### src/rtl/sao_eo_pkg.sv
// Shared types and small helpers for the edge-offset filter.
// Assumes: the category is confined to -2..+2 by its construction.
package sao_eo_pkg;

    typedef enum logic [1:0] {
        DIR_HORZ      = 2'd0,
        DIR_VERT      = 2'd1,
        DIR_DIAG_DOWN = 2'd2,
        DIR_DIAG_UP   = 2'd3
    } eo_dir_e;

    typedef enum logic [1:0] {
        ST_IDLE  = 2'd0,
        ST_FEED  = 2'd1,
        ST_DRAIN = 2'd2
    } seq_state_e;

    // Turn a greater/less pair into a signed unit step.
    function automatic logic signed [2:0] unit_sign(input logic gt, input logic lt);
        if (gt)      return 3'sd1;
        else if (lt) return -3'sd1;
        else         return 3'sd0;
    endfunction

    // Edge category to offset slot. The slot order is fixed by the decoding convention.
    function automatic logic [2:0] cat_to_slot(input logic signed [2:0] cat);
        case (cat)
            -3'sd2:  return 3'd1;
            -3'sd1:  return 3'd2;
            3'sd1:   return 3'd3;
            3'sd2:   return 3'd4;
            default: return 3'd0;
        endcase
    endfunction

endpackage

### src/rtl/sao_eo_seq.sv
// Sequencer: walks the padded raster, tells the datapath when an interior
// sample can be produced, and flags the final input position.
// Assumes: width and height are at least 1, and width+1 and height+1 fit in CW bits.
module sao_eo_seq
    import sao_eo_pkg::*;
#(
    parameter int CW = 7
) (
    input  logic          clk,
    input  logic          rst_n,
    input  logic          start,
    input  logic [CW-1:0] width,
    input  logic [CW-1:0] height,
    input  logic          in_valid,
    input  logic          out_free,
    input  logic          last_drained,
    output logic          in_ready,
    output logic          accept,
    output logic          emit,
    output logic          last_in,
    output logic          idle,
    output logic [CW-1:0] col
);

    seq_state_e    state_q;
    logic [CW-1:0] col_q, row_q, w_q, h_q;

    assign idle     = (state_q == ST_IDLE);
    assign in_ready = (state_q == ST_FEED) && out_free;
    assign accept   = in_ready && in_valid;
    assign emit     = (row_q >= CW'(2)) && (col_q >= CW'(2));
    assign last_in  = (row_q == h_q + CW'(1)) && (col_q == w_q + CW'(1));
    assign col      = col_q;

    // Purpose: state machine and raster position counters.
    always_ff @(posedge clk) begin
        if (!rst_n) begin
            state_q <= ST_IDLE;
            col_q   <= '0;
            row_q   <= '0;
            w_q     <= '0;
            h_q     <= '0;
        end else begin
            case (state_q)
                ST_IDLE: begin
                    if (start) begin
                        w_q     <= width;
                        h_q     <= height;
                        col_q   <= '0;
                        row_q   <= '0;
                        state_q <= ST_FEED;
                    end
                end
                ST_FEED: begin
                    if (accept) begin
                        if (col_q == w_q + CW'(1)) begin
                            col_q <= '0;
                            row_q <= row_q + CW'(1);
                        end else begin
                            col_q <= col_q + CW'(1);
                        end
                        if (last_in) state_q <= ST_DRAIN;
                    end
                end
                ST_DRAIN: begin
                    if (last_drained) state_q <= ST_IDLE;
                end
                default: state_q <= ST_IDLE;
            endcase
        end
    end

    AST_COL_IN_ROW: assert property (@(posedge clk) disable iff (!rst_n)
        (state_q == ST_FEED) |-> (col_q <= w_q + CW'(1)));

    AST_NO_TAKE_OUTSIDE_FEED: assert property (@(posedge clk) disable iff (!rst_n)
        (state_q != ST_FEED) |-> !accept);

endmodule

### src/rtl/sao_eo_linebuf.sv
// Row storage and 3x3 neighbourhood windows. Two row buffers hold the two rows
// received before the current one. Each accepted sample pushes the column down
// through them, and a two-deep history per row forms the window.
// Assumes: the column index stays below LB_D.
module sao_eo_linebuf #(
    parameter int PIX_W = 12,
    parameter int LB_D  = 66,
    parameter int CW    = 7
) (
    input  logic                  clk,
    input  logic                  rst_n,
    input  logic                  shift_en,
    input  logic [CW-1:0]         col,
    input  logic [PIX_W-1:0]      pix_in,
    output logic [2:0][PIX_W-1:0] win_up,
    output logic [2:0][PIX_W-1:0] win_mid,
    output logic [2:0][PIX_W-1:0] win_dn
);

    localparam int ROWS = 3;

    logic [PIX_W-1:0] row_up  [LB_D];
    logic [PIX_W-1:0] row_mid [LB_D];

    // Index 0: row above, 1: middle row, 2: row arriving now.
    logic [ROWS-1:0][PIX_W-1:0] fresh;
    logic [ROWS-1:0][1:0][PIX_W-1:0] hist;

    assign fresh[0] = row_up[col];
    assign fresh[1] = row_mid[col];
    assign fresh[2] = pix_in;

    // Purpose: push the current column down one row on every accepted sample.
    always_ff @(posedge clk) begin
        if (shift_en) begin
            row_up[col]  <= row_mid[col];
            row_mid[col] <= pix_in;
        end
    end

    for (genvar g = 0; g < ROWS; g++) begin : g_hist
        // Purpose: keep the two previous columns of row g for the window.
        always_ff @(posedge clk) begin
            if (!rst_n) begin
                hist[g] <= '0;
            end else if (shift_en) begin
                hist[g][0] <= hist[g][1];
                hist[g][1] <= fresh[g];
            end
        end
    end

    // Window index 2 is the newest column, 0 the oldest.
    assign win_up  = {fresh[0], hist[0][1], hist[0][0]};
    assign win_mid = {fresh[1], hist[1][1], hist[1][0]};
    assign win_dn  = {fresh[2], hist[2][1], hist[2][0]};

endmodule

### src/rtl/sao_eo_classify.sv
// Combinational core: picks the neighbour pair for the direction, forms the
// edge category from unsigned comparisons, selects the offset slot, adds the
// offset and clips to the depth range.
// Assumes: OFF_W < PIX_W+2 and max_val is 2^depth-1.
module sao_eo_classify
    import sao_eo_pkg::*;
#(
    parameter int PIX_W = 12,
    parameter int OFF_W = 10
) (
    input  logic [2:0][PIX_W-1:0] win_up,
    input  logic [2:0][PIX_W-1:0] win_mid,
    input  logic [2:0][PIX_W-1:0] win_dn,
    input  eo_dir_e               dir,
    input  logic [5*OFF_W-1:0]    offsets,
    input  logic [PIX_W-1:0]      max_val,
    output logic [PIX_W-1:0]      pix_out
);

    localparam int SW = PIX_W + 2;

    logic [PIX_W-1:0]     cur, nb_a, nb_b;
    logic signed [2:0]    cat;
    logic [2:0]           slot;
    logic [OFF_W-1:0]     off_raw;
    logic signed [SW-1:0] off_ext, sum, cap;

    // Purpose: neighbour selection per direction code.
    always_comb begin
        cur = win_mid[1];
        case (dir)
            DIR_HORZ:      begin nb_a = win_mid[0]; nb_b = win_mid[2]; end
            DIR_VERT:      begin nb_a = win_up[1];  nb_b = win_dn[1];  end
            DIR_DIAG_DOWN: begin nb_a = win_up[0];  nb_b = win_dn[2];  end
            default:       begin nb_a = win_up[2];  nb_b = win_dn[0];  end
        endcase
    end

    // Purpose: category, slot lookup, offset add and clip.
    always_comb begin
        cat     = unit_sign(cur > nb_a, cur < nb_a) + unit_sign(cur > nb_b, cur < nb_b);
        slot    = cat_to_slot(cat);
        off_raw = offsets[slot*OFF_W +: OFF_W];
        off_ext = {{(SW-OFF_W){off_raw[OFF_W-1]}}, off_raw};
        sum     = $signed({2'b00, cur}) + off_ext;
        cap     = $signed({2'b00, max_val});
        if (sum[SW-1])     pix_out = '0;
        else if (sum > cap) pix_out = max_val;
        else               pix_out = sum[PIX_W-1:0];
    end

endmodule

### src/rtl/sao_eo_filter.sv
// Top of the edge-offset filter. Latches the per-block configuration on start
// and runs the padded raster through the row buffers and the classifier. The
// interior results go to a single output register behind a valid/ready handshake.
// Assumes: the caller supplies one padding sample around every side of the block.
module sao_eo_filter
    import sao_eo_pkg::*;
#(
    parameter int PIX_W = 12,
    parameter int OFF_W = 10,
    parameter int MAX_W = 64,
    parameter int MAX_H = 64,
    localparam int MAX_D = (MAX_W > MAX_H) ? MAX_W : MAX_H,
    localparam int CW    = $clog2(MAX_D + 3),
    localparam int LB_D  = MAX_W + 2
) (
    input  logic               clk,
    input  logic               rst_n,
    input  logic               start,
    input  logic [1:0]         cfg_depth,
    input  logic [1:0]         cfg_dir,
    input  logic [CW-1:0]      cfg_width,
    input  logic [CW-1:0]      cfg_height,
    input  logic [5*OFF_W-1:0] cfg_offsets,
    input  logic               in_valid,
    input  logic [PIX_W-1:0]   in_data,
    output logic               in_ready,
    output logic               out_valid,
    output logic [PIX_W-1:0]   out_data,
    input  logic               out_ready,
    output logic               done
);

    logic [1:0]          depth_q;
    eo_dir_e             dir_q;
    logic [5*OFF_W-1:0]  offs_q;
    logic [PIX_W-1:0]    max_val;
    logic                accept, emit, last_in, idle, out_last_q, out_fire;
    logic [CW-1:0]       col;
    logic [2:0][PIX_W-1:0] win_up, win_mid, win_dn;
    logic [PIX_W-1:0]    pix_res;

    assign out_fire = out_valid && out_ready;

    // Purpose: clip ceiling for the latched depth code.
    always_comb begin
        case (depth_q)
            2'd0:    max_val = PIX_W'(12'hFF);
            2'd1:    max_val = PIX_W'(12'h3FF);
            default: max_val = PIX_W'(12'hFFF);
        endcase
    end

    // Purpose: capture the per-block configuration when a block starts.
    always_ff @(posedge clk) begin
        if (!rst_n) begin
            depth_q <= '0;
            dir_q   <= DIR_HORZ;
            offs_q  <= '0;
        end else if (idle && start) begin
            depth_q <= cfg_depth;
            dir_q   <= eo_dir_e'(cfg_dir);
            offs_q  <= cfg_offsets;
        end
    end

    sao_eo_seq #(.CW(CW)) u_seq (
        .clk          (clk),
        .rst_n        (rst_n),
        .start        (start),
        .width        (cfg_width),
        .height       (cfg_height),
        .in_valid     (in_valid),
        .out_free     (!out_valid || out_ready),
        .last_drained (out_fire && out_last_q),
        .in_ready     (in_ready),
        .accept       (accept),
        .emit         (emit),
        .last_in      (last_in),
        .idle         (idle),
        .col          (col)
    );

    sao_eo_linebuf #(.PIX_W(PIX_W), .LB_D(LB_D), .CW(CW)) u_lines (
        .clk      (clk),
        .rst_n    (rst_n),
        .shift_en (accept),
        .col      (col),
        .pix_in   (in_data),
        .win_up   (win_up),
        .win_mid  (win_mid),
        .win_dn   (win_dn)
    );

    sao_eo_classify #(.PIX_W(PIX_W), .OFF_W(OFF_W)) u_class (
        .win_up  (win_up),
        .win_mid (win_mid),
        .win_dn  (win_dn),
        .dir     (dir_q),
        .offsets (offs_q),
        .max_val (max_val),
        .pix_out (pix_res)
    );

    // Purpose: output register; loads a result when an interior position completes.
    always_ff @(posedge clk) begin
        if (!rst_n) begin
            out_valid  <= 1'b0;
            out_data   <= '0;
            out_last_q <= 1'b0;
        end else if (accept && emit) begin
            out_valid  <= 1'b1;
            out_data   <= pix_res;
            out_last_q <= last_in;
        end else if (out_ready) begin
            out_valid  <= 1'b0;
            out_last_q <= 1'b0;
        end
    end

    // Purpose: end-of-block pulse after the final output transfer.
    always_ff @(posedge clk) begin
        if (!rst_n) done <= 1'b0;
        else        done <= out_fire && out_last_q;
    end

    AST_OUT_IN_RANGE: assert property (@(posedge clk) disable iff (!rst_n)
        out_valid |-> (out_data <= max_val));

    AST_OUT_HOLD: assert property (@(posedge clk) disable iff (!rst_n)
        (out_valid && !out_ready) |=> (out_valid && $stable(out_data)));

    AST_NO_TAKE_WHEN_STALLED: assert property (@(posedge clk) disable iff (!rst_n)
        (out_valid && !out_ready) |-> !in_ready);

    AST_DONE_AFTER_LAST: assert property (@(posedge clk) disable iff (!rst_n)
        done |-> $past(out_fire && out_last_q));

endmodule

### config.mk
export PLATFORM = sky130hd
export DESIGN_NAME = sao_eo_filter
export DESIGN_NICKNAME = d
export VERILOG_FILES = /design/src/rtl/sao_eo_pkg.sv /design/src/rtl/sao_eo_seq.sv /design/src/rtl/sao_eo_linebuf.sv /design/src/rtl/sao_eo_classify.sv /design/src/rtl/sao_eo_filter.sv
export SDC_FILE = /design/constraint.sdc
export NUM_CORES = 2
export LEC_CHECK = 0
export ABC_AREA = 1
export BUFFER_PORTS_ARGS = -buffer_cell sky130_fd_sc_hd__buf_2
export CORE_ASPECT_RATIO = 1.4
export CORE_MARGIN = 2
export CORE_UTILIZATION = 38
export CTS_BUF_LIST = sky130_fd_sc_hd__clkbuf_8
export CTS_CLUSTER_SIZE = 30
export DETAILED_ROUTE_END_ITERATION = 16
export GPL_TIMING_DRIVEN = 1
export PLACE_DENSITY_LB_ADDON = 0.15
export SLEW_MARGIN = 20
export SYNTH_ARGS = -nofsm -noshare
export SYNTH_HDL_FRONTEND = slang
export SYNTH_HIERARCHICAL = 1
export SYNTH_SLANG_ARGS = --single-unit
### constraint.sdc
create_clock -name clk -period 13.7 [get_ports clk]
set_input_delay 0.685 -clock clk [delete_from_list [all_inputs] [get_ports clk]]
set_output_delay 0.685 -clock clk [all_outputs]
set_load 0.01 [all_outputs]
==> out/qor.csv <==
stage,metric,value,unit
outcome,status,finished clean,
clocking,Clock Tree Buf Depth,4,
timing,worst rel slew slack,22.6,%
timing,Worst Tran Pin Value,1.16,ns
worst_setup_path,CP Data Required Time,14.49,ns
placement,Post-Place Worst Slack,3.72,ns
timing,"Period Utilization, post-route",73.5,%
clocking,TritonCTS clock tree,done,
logic_synthesis,Avg Synthesized Cell Area,9.62,um2
logic_synthesis,Post-Synth Simple-Gate Area,23.3,%
placement,DP Wirelength,134,mm
worst_setup_path,Crit-path slowest cell,dfxtp_4,
clocking,CTS Buf Count,284,
global_route,gr usage total,22.4,%
finish,Finished Core Util,42.5,%
finish,multi-input logic area,21700,um2
worst_hold_path,Hold Path Class,in2reg,
pwr,power per cell area,133,nW/um2
route,first drt pass iteration count,8,
worst_setup_path,crit end category,flop,
logic_synthesis,Post-Synth Adder-Cell Area,0.984,%
timing,RSZ-0062 raised after global routing,false,
clocking,CTS H-tree depth,5,
finish,nets,8425,
worst_setup_path,CP startpoint kind,flop,
clocking,CTS Sinks,1755,
logic_synthesis,largest family of logic cells by synthesized area,simple AND/OR/NAND/NOR gates,
clocking,"Clk pin slew, worst setup/hold paths",0.07,ns
clocking,post-CTS sizing,0,
logic_synthesis,compound-gate portion of the synthesized area,2.95,%
timing,Final Critical Period,10.07,ns
worst_setup_path,crit-path max FO,129,
worst_hold_path,WHS Path Cells,3,
floorplan,Rows,196,
route,Iter 0 DRT Violations,4414,
worst_hold_path,hold path endpoint,u_seq/h_q[5]$_SDFFE_PN0P_,
placement,# port buffers,99,
global_route,total gr overflow,0,
timing,Setup-failing EPs final,0,
floorplan,core area,204000,um2
clocking,Root Buffer,clkbuf_8,
global_route,global-route wire length before repair,350,mm
placement,GP Congestion,0.838,
timing,Final WS setup,3.63,ns
global_route,GR Util met1,27.1,%
logic_synthesis,synthesized flop and latch total,1755,
route,total vias in the final route,54865,
worst_setup_path,Reg-to-Reg Start,u_seq/col[0]$_SDFFE_PN0P_,
worst_setup_path,R2R setup slack,3.63,ns
global_route,initial antenna violation count,7,
logic_synthesis,XOR/XNOR Fraction of Synth Area,0.214,%
global_route,pin count of the biggest net entering global routing,166,
route,Via density,4.92,
finish,area grow syn2layout,11.1,%
floorplan,initial core utilization,38.2,%
job,max-cap viol count,0,
logic_synthesis,Main synth FF type,edfxtp_1,
pwr,VDD IR max,66.6,uV
global_route,met3 GRT Util,2.75,%
timing,Hold Fails Final Rpt,0,
floorplan,Chip Width,387,um
logic_synthesis,Post-synth EDFFs,1584,
worst_setup_path,CP max stage delay,0.59,ns
global_route,Global Route met2 Usage,39.8,%
finish,register area,51000,um2
timing,Fin Clk Skew,0.0547,ns
logic_synthesis,warnings from Yosys,6,
global_route,vias in the first global route,53068,
logic_synthesis,asr flop ratio synth,0,%
logic_synthesis,register area share after synthesis,65.5,%
global_route,peak-usage layer in the global routing report,met2,
logic_synthesis,Synth Cell Area,77800,um2
worst_setup_path,critical path class,reg2reg,
timing,Peak Freq,99.3,MHz
logic_synthesis,Synth cell types,51,
route,DR DRC count,0,
worst_setup_path,"most used cell, CP",nand2_1,
logic_synthesis,Mapped Cells,8095,
timing,max-slew violations,0,
timing,setup TNS,0,ns
logic_synthesis,mux cell area share after synthesis,0,%
route,ANT nets after route,0,
floorplan,Die H,540,um
finish,Fill cells,19832,
pwr,LEAKAGE,0.0371,uW
finish,layout cells sized above 1,9.17,%
worst_setup_path,FF-to-FF End,out_data[11]$_SDFFE_PN0P_,
worst_setup_path,Reg2Reg Depth,53,
floorplan,die area,209000,um2
clocking,"Clk Latency, worst-skew pair",0.93,ns
route,WL final,239,mm
worst_hold_path,hold path start,cfg_height[5],
route,Routed wire per std cell,21.4,um
worst_setup_path,CP Data Arrival Time,10.87,ns
floorplan,# IOs,100,
-- state kept, by name (all words and copies together) (netlist names) --
register         flops
u_lines/row_mid    792
u_lines/row_up     792
offs_q              50
u_lines/win_dn      24
u_lines/win_mid     24
u_lines/win_up      24
out_data            12
u_seq/col            7
u_seq/h_q            7
u_seq/row_q          7
u_seq/w_q            7
depth_q              2
dir_q                2
u_seq/state_q        2
done                 1
out_last_q           1
out_valid            1
-- repair_timing --
action	CTS	global route
hold buffers	28	0
buffers inserted	0	0
hold endpoints to repair	28	0
-- synthesized netlist by cell type (10+ instances only) --
cell type	n	area share, %
o211ai_1	14	0.14
edfxtp_1	1584	61
nand2_1	3412	16
nor2_1	594	2.9
nand2_2	18	0.14
a21oi_2	49	0.55
o21ai_0	178	1.1
buf_1	25	0.12
dfxtp_1	171	4.4
nor3_1	12	0.077
xor2_1	12	0.14
inv_1	872	4.2
a31oi_1	10	0.080
clkbuf_1	103	0.50
buf_4	31	0.30
buf_2	193	1.2
a21oi_1	87	0.56
nand3_1	514	3.3
buf_6	32	0.46
ha_1	58	0.93
o21a_1	26	0.25
-- stage by stage --
| step | power [uW] | hold WS [ns] | instance area (um2) | cells |
|---|---|---|---|---|
| final | 11500 | 0.0648 | 86500 | 11162 |
| after CTS | 11600 | 0.00108 | 86400 | 11157 |
| after detailed placement | 7410 | 0.462 | 81100 | 10638 |
| after global placement | 7400 | 0.461 | 81100 | 10638 |
| after global routing | 12000 | 0.0287 | 86500 | 11160 |
| after floorplan | 6950 | 0.438 | 77900 | 8107 |
-- placed cells by master (no fill, tap or decap), types with 4 or more instances in the layout --
master         count
a21oi_1           87
a21oi_2           49
a22o_1             9
a31oi_1           10
buf_12            14
buf_2             95
buf_4            139
bufinv_16          4
clkbuf_8         301
clkinv_1          57
clkinv_2          23
clkinvlp_4         8
conb_1            13
dfxtp_1          168
diode_2            4
dlygate4sd3_1     28
edfxtp_1        1584
ha_1              58
inv_1            960
inv_2             18
nand2_1         3411
nand2_2           19
nand3_1          514
nand3_2            4
nand4_1            9
nor2_1           524
nor2_2            71
nor2_4             7
nor3_1            11
o211ai_1          14
o21a_1            26
o21ai_0          178
o21ai_1            7
or2_1              6
or2_2              6
xnor2_1            7
xor2_1            12
-- cell families after synthesis --
logic type | Yosys count
adders and majority gates | 60
buffers and inverters | 1276
AOI/OAI and AO/OA | 387
and+or+nand+nor | 4597
other | 1
DFF | 1755
xor gates and xnor gates | 19
-- metal layers --
| metal | wire length [um] | vias up | part of all wire (%) |
|---|---|---|---|
| met5 | 0 | - | 0 |
| met4 | 11400 | 0 | 4.8 |
| met3 | 11200 | 389 | 4.7 |
| met2 | 120000 | 1488 | 50 |
| met1 | 96400 | 26715 | 40 |
| li1 | - | 26273 | - |
-- worst max-delay path, delay by kind of cell (launching register included) --
kind                       cells  cell delay, ns
buffers and inverters          8            1.96
adders and majority gates      6            1.84
and+or+nand+nor               32            3.97
DFF                            1            0.59
AOI/OAI and AO/OA              6            1.01
xor gates and xnor gates       1            0.10
-- where the power goes --
group          internal, uW  switching (uW)  total [uW]
combinational           346            1000        1350
sequential             5930            32.8        5960
clock                  2100            2080        4180
-- cell type report --
| class | count | share of cell area (%) |
|---|---|---|
| Timing Repair Buffer | 277 | 2.44 |
| Clock inverter | 190 | 1.02 |
| Multi-Input combinational cell | 5076 | 25.0 |
| Tap cell | 2673 | 3.87 |
| Antenna cell | 4 | 0.0116 |
| Inverter | 886 | 3.88 |
| Clock buffer | 301 | 4.79 |
| Sequential cell | 1755 | 59.0 |
-- how the worst max path moves through the flow --
stage	from	end	slack [ns]
2_1_floorplan	u_seq/col[1]$_SDFFE_PN0P_	out_data[3]$_SDFFE_PN0P_	5.87
3_3_place_gp	u_seq/col[0]$_SDFFE_PN0P_	out_data[11]$_SDFFE_PN0P_	3.63
3_5_place_dp	u_seq/col[0]$_SDFFE_PN0P_	out_data[11]$_SDFFE_PN0P_	3.72
4_1_cts	u_seq/col[0]$_SDFFE_PN0P_	out_data[11]$_SDFFE_PN0P_	3.65
5_1_grt	u_seq/col[0]$_SDFFE_PN0P_	out_data[8]$_SDFFE_PN0P_	2.87
6_report	u_seq/col[0]$_SDFFE_PN0P_	out_data[11]$_SDFFE_PN0P_	3.63
(Power assumes the default switching activity.)
